`src/rtl/sit_pkg.sv`:
```
// Package: shared field positions and widths of the interval timer's
// control register. Assumes an 8-bit register with fixed bit roles.
package sit_pkg;
    localparam int REG_W      = 8;
    localparam int SEL_W      = 2;
    localparam int NUM_SEL    = 1 << SEL_W;
    localparam int BIT_FLAG   = 7;
    localparam int BIT_IE     = 6;
    localparam int BIT_RUN    = 5;
    localparam int BIT_RSV_HI = 4;
    localparam int BIT_RSV_LO = 3;
    localparam int BIT_SEL_HI = 2;
    localparam int BIT_SEL_LO = 1;
    localparam int BIT_CLR    = 0;

    typedef struct packed {
        logic             flag;
        logic             ie;
        logic             run;
        logic [SEL_W-1:0] sel;
    } ctrl_t;
endpackage

```
`src/rtl/sit_prescaler.sv`:
```
// Module: binary prescaler counter. Counts up on adv, wraps at 2^CNT_W.
// Assumes clr has priority over adv; reset is synchronous active-low.
module sit_prescaler #(
    parameter int CNT_W = 15
) (
    input  logic             clk,
    input  logic             rst_n,
    input  logic             clr,
    input  logic             adv,
    output logic [CNT_W-1:0] cnt_q
);
    // Counter register: zero on reset or clear, else step on advance.
    always_ff @(posedge clk) begin
        if (!rst_n || clr)
            cnt_q <= '0;
        else if (adv)
            cnt_q <= cnt_q + 1'b1;
    end
endmodule

```
`src/rtl/sit_tap_edge.sv`:
```
// Module: selects one counter bit per the period select and flags its
// falling edge. Assumes each period log2 value is between 1 and CNT_W.
// A clear zeroes the edge history so the clear cannot look like a fall.
module sit_tap_edge
    import sit_pkg::*;
#(
    parameter int CNT_W = 15,
    parameter int P0    = 10,
    parameter int P1    = 13,
    parameter int P2    = 14,
    parameter int P3    = 15
) (
    input  logic             clk,
    input  logic             rst_n,
    input  logic             clr,
    input  logic [CNT_W-1:0] cnt,
    input  logic [SEL_W-1:0] sel,
    output logic             fall
);
    logic [NUM_SEL-1:0] taps;
    logic               tap_now;
    logic               tap_prev_q;
    logic               unused_cnt_bits;

    // One tap wire per selectable period.
    for (genvar g = 0; g < NUM_SEL; g++) begin : g_tap
        localparam int LG = (g == 0) ? P0 : (g == 1) ? P1 : (g == 2) ? P2 : P3;
        assign taps[g] = cnt[LG-1];
    end

    assign unused_cnt_bits = ^cnt;
    assign tap_now = taps[sel];
    assign fall    = tap_prev_q & ~tap_now;

    // Edge history: previous tap value, forced low on reset or clear.
    always_ff @(posedge clk) begin
        if (!rst_n || clr)
            tap_prev_q <= 1'b0;
        else
            tap_prev_q <= tap_now;
    end
endmodule

```
`src/rtl/sit_ctrl_reg.sv`:
```
// Module: control register with flag set/acknowledge and clear strobe.
// Assumes a hardware set beats a software acknowledge in the same cycle.
module sit_ctrl_reg
    import sit_pkg::*;
(
    input  logic             clk,
    input  logic             rst_n,
    input  logic             wr_en,
    input  logic [REG_W-1:0] wr_data,
    input  logic             hw_set,
    output ctrl_t            ctrl_q,
    output logic             clr_req
);
    logic unused_rsv;

    assign unused_rsv = ^wr_data[BIT_RSV_HI:BIT_RSV_LO];
    // Counter clear strobe: a written 0 in the clear position.
    assign clr_req = wr_en & ~wr_data[BIT_CLR];

    // Flag: set by hardware, acknowledged by writing 0.
    always_ff @(posedge clk) begin
        if (!rst_n)
            ctrl_q.flag <= 1'b0;
        else if (hw_set)
            ctrl_q.flag <= 1'b1;
        else if (wr_en && !wr_data[BIT_FLAG])
            ctrl_q.flag <= 1'b0;
    end

    // Plain read/write fields: enable, run and period select.
    always_ff @(posedge clk) begin
        if (!rst_n) begin
            ctrl_q.ie  <= 1'b0;
            ctrl_q.run <= 1'b0;
            ctrl_q.sel <= '0;
        end else if (wr_en) begin
            ctrl_q.ie  <= wr_data[BIT_IE];
            ctrl_q.run <= wr_data[BIT_RUN];
            ctrl_q.sel <= wr_data[BIT_SEL_HI:BIT_SEL_LO];
        end
    end
endmodule

```
`src/rtl/subclk_interval_timer.sv`:
```
// Module: top of the sub-clock interval timer. Joins the control register,
// prescaler and tap edge detector. Assumes tick is one system cycle wide.
module subclk_interval_timer
    import sit_pkg::*;
#(
    parameter int CNT_W = 15,
    parameter int P0    = 10,
    parameter int P1    = 13,
    parameter int P2    = 14,
    parameter int P3    = 15
) (
    input  logic             clk,
    input  logic             rst_n,
    input  logic             tick,
    input  logic             wdog_rst,
    input  logic             wr_en,
    input  logic [REG_W-1:0] wr_data,
    output logic [REG_W-1:0] rd_data,
    output logic             irq
);
    ctrl_t            ctrl_q;
    logic             clr_req;
    logic             cnt_clr;
    logic             fall_w;
    logic [CNT_W-1:0] cnt_q;

    assign cnt_clr = clr_req | wdog_rst;

    sit_ctrl_reg i_reg (
        .clk     (clk),
        .rst_n   (rst_n),
        .wr_en   (wr_en),
        .wr_data (wr_data),
        .hw_set  (fall_w),
        .ctrl_q  (ctrl_q),
        .clr_req (clr_req)
    );

    sit_prescaler #(.CNT_W(CNT_W)) i_cnt (
        .clk   (clk),
        .rst_n (rst_n),
        .clr   (cnt_clr),
        .adv   (tick & ctrl_q.run),
        .cnt_q (cnt_q)
    );

    sit_tap_edge #(.CNT_W(CNT_W), .P0(P0), .P1(P1), .P2(P2), .P3(P3)) i_edge (
        .clk   (clk),
        .rst_n (rst_n),
        .clr   (cnt_clr),
        .cnt   (cnt_q),
        .sel   (ctrl_q.sel),
        .fall  (fall_w)
    );

    // Read view: reserved bits zero, clear bit constant one.
    always_comb begin
        rd_data                         = '0;
        rd_data[BIT_FLAG]               = ctrl_q.flag;
        rd_data[BIT_IE]                 = ctrl_q.ie;
        rd_data[BIT_RUN]                = ctrl_q.run;
        rd_data[BIT_SEL_HI:BIT_SEL_LO]  = ctrl_q.sel;
        rd_data[BIT_CLR]                = 1'b1;
    end

    assign irq = ctrl_q.flag & ctrl_q.ie;
endmodule

```
`config.mk`:
```
export PLATFORM = sky130hd
export DESIGN_NAME = subclk_interval_timer
export DESIGN_NICKNAME = d
export VERILOG_FILES = /design/src/rtl/sit_pkg.sv /design/src/rtl/sit_prescaler.sv /design/src/rtl/sit_tap_edge.sv /design/src/rtl/sit_ctrl_reg.sv /design/src/rtl/subclk_interval_timer.sv
export SDC_FILE = /design/constraint.sdc
export NUM_CORES = 1
export LEC_CHECK = 0
export CAP_MARGIN = 20
export CORE_ASPECT_RATIO = 1.25
export CORE_UTILIZATION = 35
export CTS_CLUSTER_DIAMETER = 120
export DETAILED_ROUTE_END_ITERATION = 10
export PLACE_DENSITY = 0.7
export SYNTH_ARGS = -nofsm -noshare
export SYNTH_HDL_FRONTEND = slang
export SYNTH_SLANG_ARGS = --single-unit
```
`constraint.sdc`:
```
create_clock -name clk -period 2 [get_ports clk]
set_clock_uncertainty 0.15 [all_clocks]
set_input_delay 0.5 -clock clk [delete_from_list [all_inputs] [get_ports clk]]
set_output_delay 0.5 -clock clk [all_outputs]
set_load 0.01 [all_outputs]
```
# Word-level counts from Yosys, hierarchy flattened
# Index checks and enable logic that the tools add are counted.
[totals] ff_bits=21 word_cells=24
[op_classes] add_sub_neg=1 n_lt_le_gt_ge=1 mux=4 bitwise_logic=7 n_reduce_logical=5
[ops] operator="15-bit by 1-bit adder with 15-bit output (second input constant)" count=1
[ops] operator="1-bit bitwise AND" count=4
[ops] operator="2-bit by 3-bit < comparator with 1-bit output (second input constant)" count=1
[ops] operator="1-bit two-way mux" count=3
[ops] operator="1-bit binary-select mux with 2-bit select" count=1
[ops] operator="1-bit logical NOT" count=2
[ops] operator="1-bit NOT" count=2
[ops] operator="2-bit nonzero test" count=1
[ops] operator="1-bit logical AND" count=1
[ops] operator="1-bit logical OR" count=1
[ops] operator="1-bit bitwise OR" count=1

# Logic depth before layout (Yosys ltp)
[logic_depth] depth_word=5 depth_mapped=5 depth_no_buf=4

# Hierarchy
# A second synthesis with hierarchy kept.
[hier_totals] hier_cells=113 hier_area_um2=1031.0
[modules_own_cells] mod="sit_prescaler" instances=1 cells_per_inst=82 area_per_inst_um2=719.4
[modules_own_cells] mod="sit_ctrl_reg" instances=1 cells_per_inst=18 area_per_inst_um2=203.9
[modules_own_cells] mod="sit_tap_edge" instances=1 cells_per_inst=5 area_per_inst_um2=58.8
[modules_own_cells] mod="subclk_interval_timer" instances=1 cells_per_inst=8 area_per_inst_um2=48.8

# Worst setup path before layout
# No wires, ideal clock.
[synth_path] path_kind="input port to flip-flop" start="input wr_en" end="register i_cnt.cnt_q[12]" setup_ns=0.072 arrival_time_ns=1.324 path_slack_ns=0.455 cell_stages=5 n_path_buf=2 cell_sequence="clkbuf_1 -> nand2b_1 -> clkbuf_1 -> nand4b_1 -> mux2i_1"
[synth_between] elab_chain_len=3
[synth_lines] element="start: declaration" line="subclk_interval_timer.sv:16" source="input logic wr_en,"
[synth_lines] element="1-bit bitwise AND" line="sit_ctrl_reg.sv:18" source="assign clr_req = wr_en & ~wr_data[BIT_CLR];"
[synth_lines] element="1-bit bitwise OR" line="subclk_interval_timer.sv:27" source="assign cnt_clr = clr_req | wdog_rst;"
[synth_lines] element="1-bit logical OR" line="sit_prescaler.sv:14" source="if (!rst_n || clr)"
[synth_lines] element="end signal: assignment" line="sit_prescaler.sv:17" source="cnt_q <= cnt_q + 1'b1;"
[synth_lines] element="end: declaration" line="sit_prescaler.sv:10" source="output logic [CNT_W-1:0] cnt_q"
# No other way between the ends.
# A chain may end at the register's enable or synchronous reset.

# Worst setup path after layout
[layout_path] start="register i_reg.ctrl_q[2] (netlist name)" end="output rd_data[5]"
[layout_rtl] element="end: declaration" line="subclk_interval_timer.sv:18" source="output logic [REG_W-1:0] rd_data,"
# No word-level cell between the ends.

==> impl_metrics.py <==
metrics = {
    "floorplan": {
        "dieArea_um2": 3240,
        "start_util_pct": 38.3,
        "die-height_um": 63.4,
        "die_w_um": 51.1,
        "io_pins": 22,
        "rows": 21,
        "design.core.area_um2": 2760,
    },
    "drt": {
        "vias": 944,
        "first_iter_violations": 16,
        "postRouteWirelength_mm": 2.21,
        "wl_per_cell_um": 12.9,
        "drtPass1Iterations": 5,
        "drc": 0,
        "viasPerCell": 5.52,
        "ant_nets": 0,
    },
    "placed_design": {
        "place.gp.congestion": 0.757,
        "dp_slack_ns": -0.245,
        "dpl.hpwl_mm": 1.60,
        "dp.cells": 167,
        "postPlaceCellArea_um2": 1270,
        "port_buffers": 16,
    },
    "critical_path": {
        "cp_num_cells": 1,
        "cp_top_family": "buffers and inverters",
        "cp.required_ns": 1.35,
        "start_kind": "flop",
        "cp_data_arrival_time_ns": 1.31,
        "critPathSlowestCell": "clkdlybuf4s50_1",
        "endpoint_kind": "output pin",
        "reg2reg_slack_ns": 0.32,
        "worstPathCellList": "clkdlybuf4s50_1",
        "worst_r2r_path_depth": 3,
        "path_max_fanout": 4,
        "cpPeakStageDelay_ns": 0.57,
        "path_class": "flop to output pin",
        "critPathBufInv": 1,
    },
    "cells_and_area": {
        "drive_above_1_share_pct": 13.1,
        "finalNonFillerCells": 171,
        "fin_nets": 152,
        "n_antenna_cell": 0,
        "syn_to_final_growth_pct": 23.9,
        "finalInstanceArea_um2": 1310,
    },
    "global_route": {
        "grt_pass1_vias": 915,
        "grt_usage_pct": 14.4,
        "grt_max_degree": 15,
        "antenna_found_initial": 0,
        "grt-ovfl-total": 0,
        "grt_pass1_wl_mm": 3.64,
    },
    "yosys": {
        "ys_top_cells_by_count": "dfxtp_1, mux2i_1, nand4_1, nand3_1, a21oi_1",
        "ys_types": 27,
        "yosys_warnings": 0,
        "synth_ff_type": "dfxtp_1",
        "synthCells": 117,
        "yosys.area.top_type": "dfxtp_1",
        "async_flop_share_pct": 0,
        "synth_top_area_share_pct": 39.8,
        "seq_area_frac_synth_pct": 39.8,
        "syn_area_per_cell_um2": 9.03,
        "synth_most_common_cell": "dfxtp_1",
        "syn_area_um2": 1060,
        "ys_ff_latch": 21,
        "synth_area_leaders": "dfxtp_1, mux2i_1, nand4_1",
        "synth-edff-count": 0,
    },
    "clocking": {
        "clk_latency_ns": 0.30,
        "cts_hold_buf": 0,
        "cts_tree": "done",
        "clockBufferDepth": 2,
        "cts_max_level": 1,
        "post_cts_buffers": 0,
        "cts_buffers": 3,
        "cts_sinks": 21,
        "clock-root-buffer": "clkbuf_4",
        "path_clk_slew_ns": 0.12,
    },
    "hold_path": {
        "holdCritPathClass": "flop to flop",
        "whs_path_depth": 2,
    },
    "pwr": {
        "p_leak_nw": 0.435,
        "pwr_density_cell_nw_per_um2": 548,
        "ir_drop_mv": 0.365,
        "finalPower_mw": 0.717,
    },
    "run_status": {
        "outcome": "completed",
    },
    "timing": {
        "period_minus_slack_ns": 1.96,
        "setup_viol": 0,
        "timing.final.crit_share_pct": 97.8,
        "hold_viol": 0,
        "setup_tns_ns": 0,
        "fmax_mhz": 511,
        "fin_ws_ns": 0.0437,
        "slew_violations": 0,
        "rsz0062_at_grt": "true",
    },
    "run": {
        "drv_cap": 0,
    },
}
power breakdown:
group	total (mW)	leakage, nW	internal, mW	switching, mW
logic	0.0809	0.247	0.0446	0.0363
clock network	0.207	0.0177	0.0745	0.132
registers	0.429	0.171	0.423	0.00543
total	0.717	0.435	0.543	0.174
cell usage in the layout (no fill, tap or decap), drive strengths merged, types with 2 or more instances in the layout:
cell type and n:
inv 5, o21ai 3, clkdlybuf4s50 15, mux2i 10
buf 8, clkbuf 3, or3 2, or4 4
nand4 10, nand3 8, nor2 2, dfxtp 21
nor2b 5, nand2 6, o31ai 4, nor4 6
conb 3, nand4b 6, a21oi 7, xor2 2
cells by family (layout without fill, tap and decap cells):
kind of cell | Yosys count | after routing | synth area share, %
other | 2 | 3 | 0.711
AO/OA/AOI/OAI | 15 | 15 | 8.29
buffers and inverters | 14 | 33 | 6.75
multiplexers | 11 | 11 | 11.6
AND/OR/NAND/NOR | 51 | 51 | 30.0
flip-flops | 21 | 21 | 39.8
XOR/XNOR | 2 | 2 | 1.66
adder cells (fa/ha/maj) | 1 | 1 | 1.18
per-stage QoR:
| stage | hold slack (ns) | utilization [%] |
|---|---|---|
| final | 0.306 | 47.4 |
| after global routing | 0.336 | 47.4 |
| after CTS | 0.308 | 47.0 |
| after detailed placement | 0.292 | 46.0 |
| after global placement | 0.289 | 46.0 |
| after floorplan | 0.271 | - |
what timing repair did:
item / CTS / global route
endpoints found under the setup margin: 0 / 2
hold endpoints to repair: 0 / 0
resized for setup: 0 / 4
final timing paths:
path	startpoint	to
worst min register to register	i_edge.tap_prev_q	i_reg.ctrl_q[4]
worst min-delay path	i_edge.tap_prev_q	i_reg.ctrl_q[4]
worst max-delay path	i_reg.ctrl_q[2]	rd_data[5]
worst max register to register	i_reg.ctrl_q[2]	i_cnt.cnt_q[7]
layer usage:
| metal | track usage [%] | part of all wire (%) |
|---|---|---|
| met1 | 16.4 | 44 |
| met2 | 24.5 | 52 |
| met3 | 2.66 | 3.3 |
| met4 | 7.99 | 1.3 |
| met5 | 0 | 0 |
registers in the layout (all words and copies together), names as in the netlist:
name / flops
i_cnt.cnt_q: 15
i_edge.tap_prev_q: 1
i_reg.ctrl_q: 5
cell type report:
cell class | instances | area [µm²]
Fill cell | 266 | 1450
Multi-Input combinational cell | 83 | 574
Sequential cell | 21 | 423
Timing Repair Buffer | 24 | 223
Tap cell | 34 | 42.5
Clock buffer | 3 | 22.5
Inverter | 5 | 18.8
Clock inverter | 1 | 5.00
(Power assumes the default switching activity.)
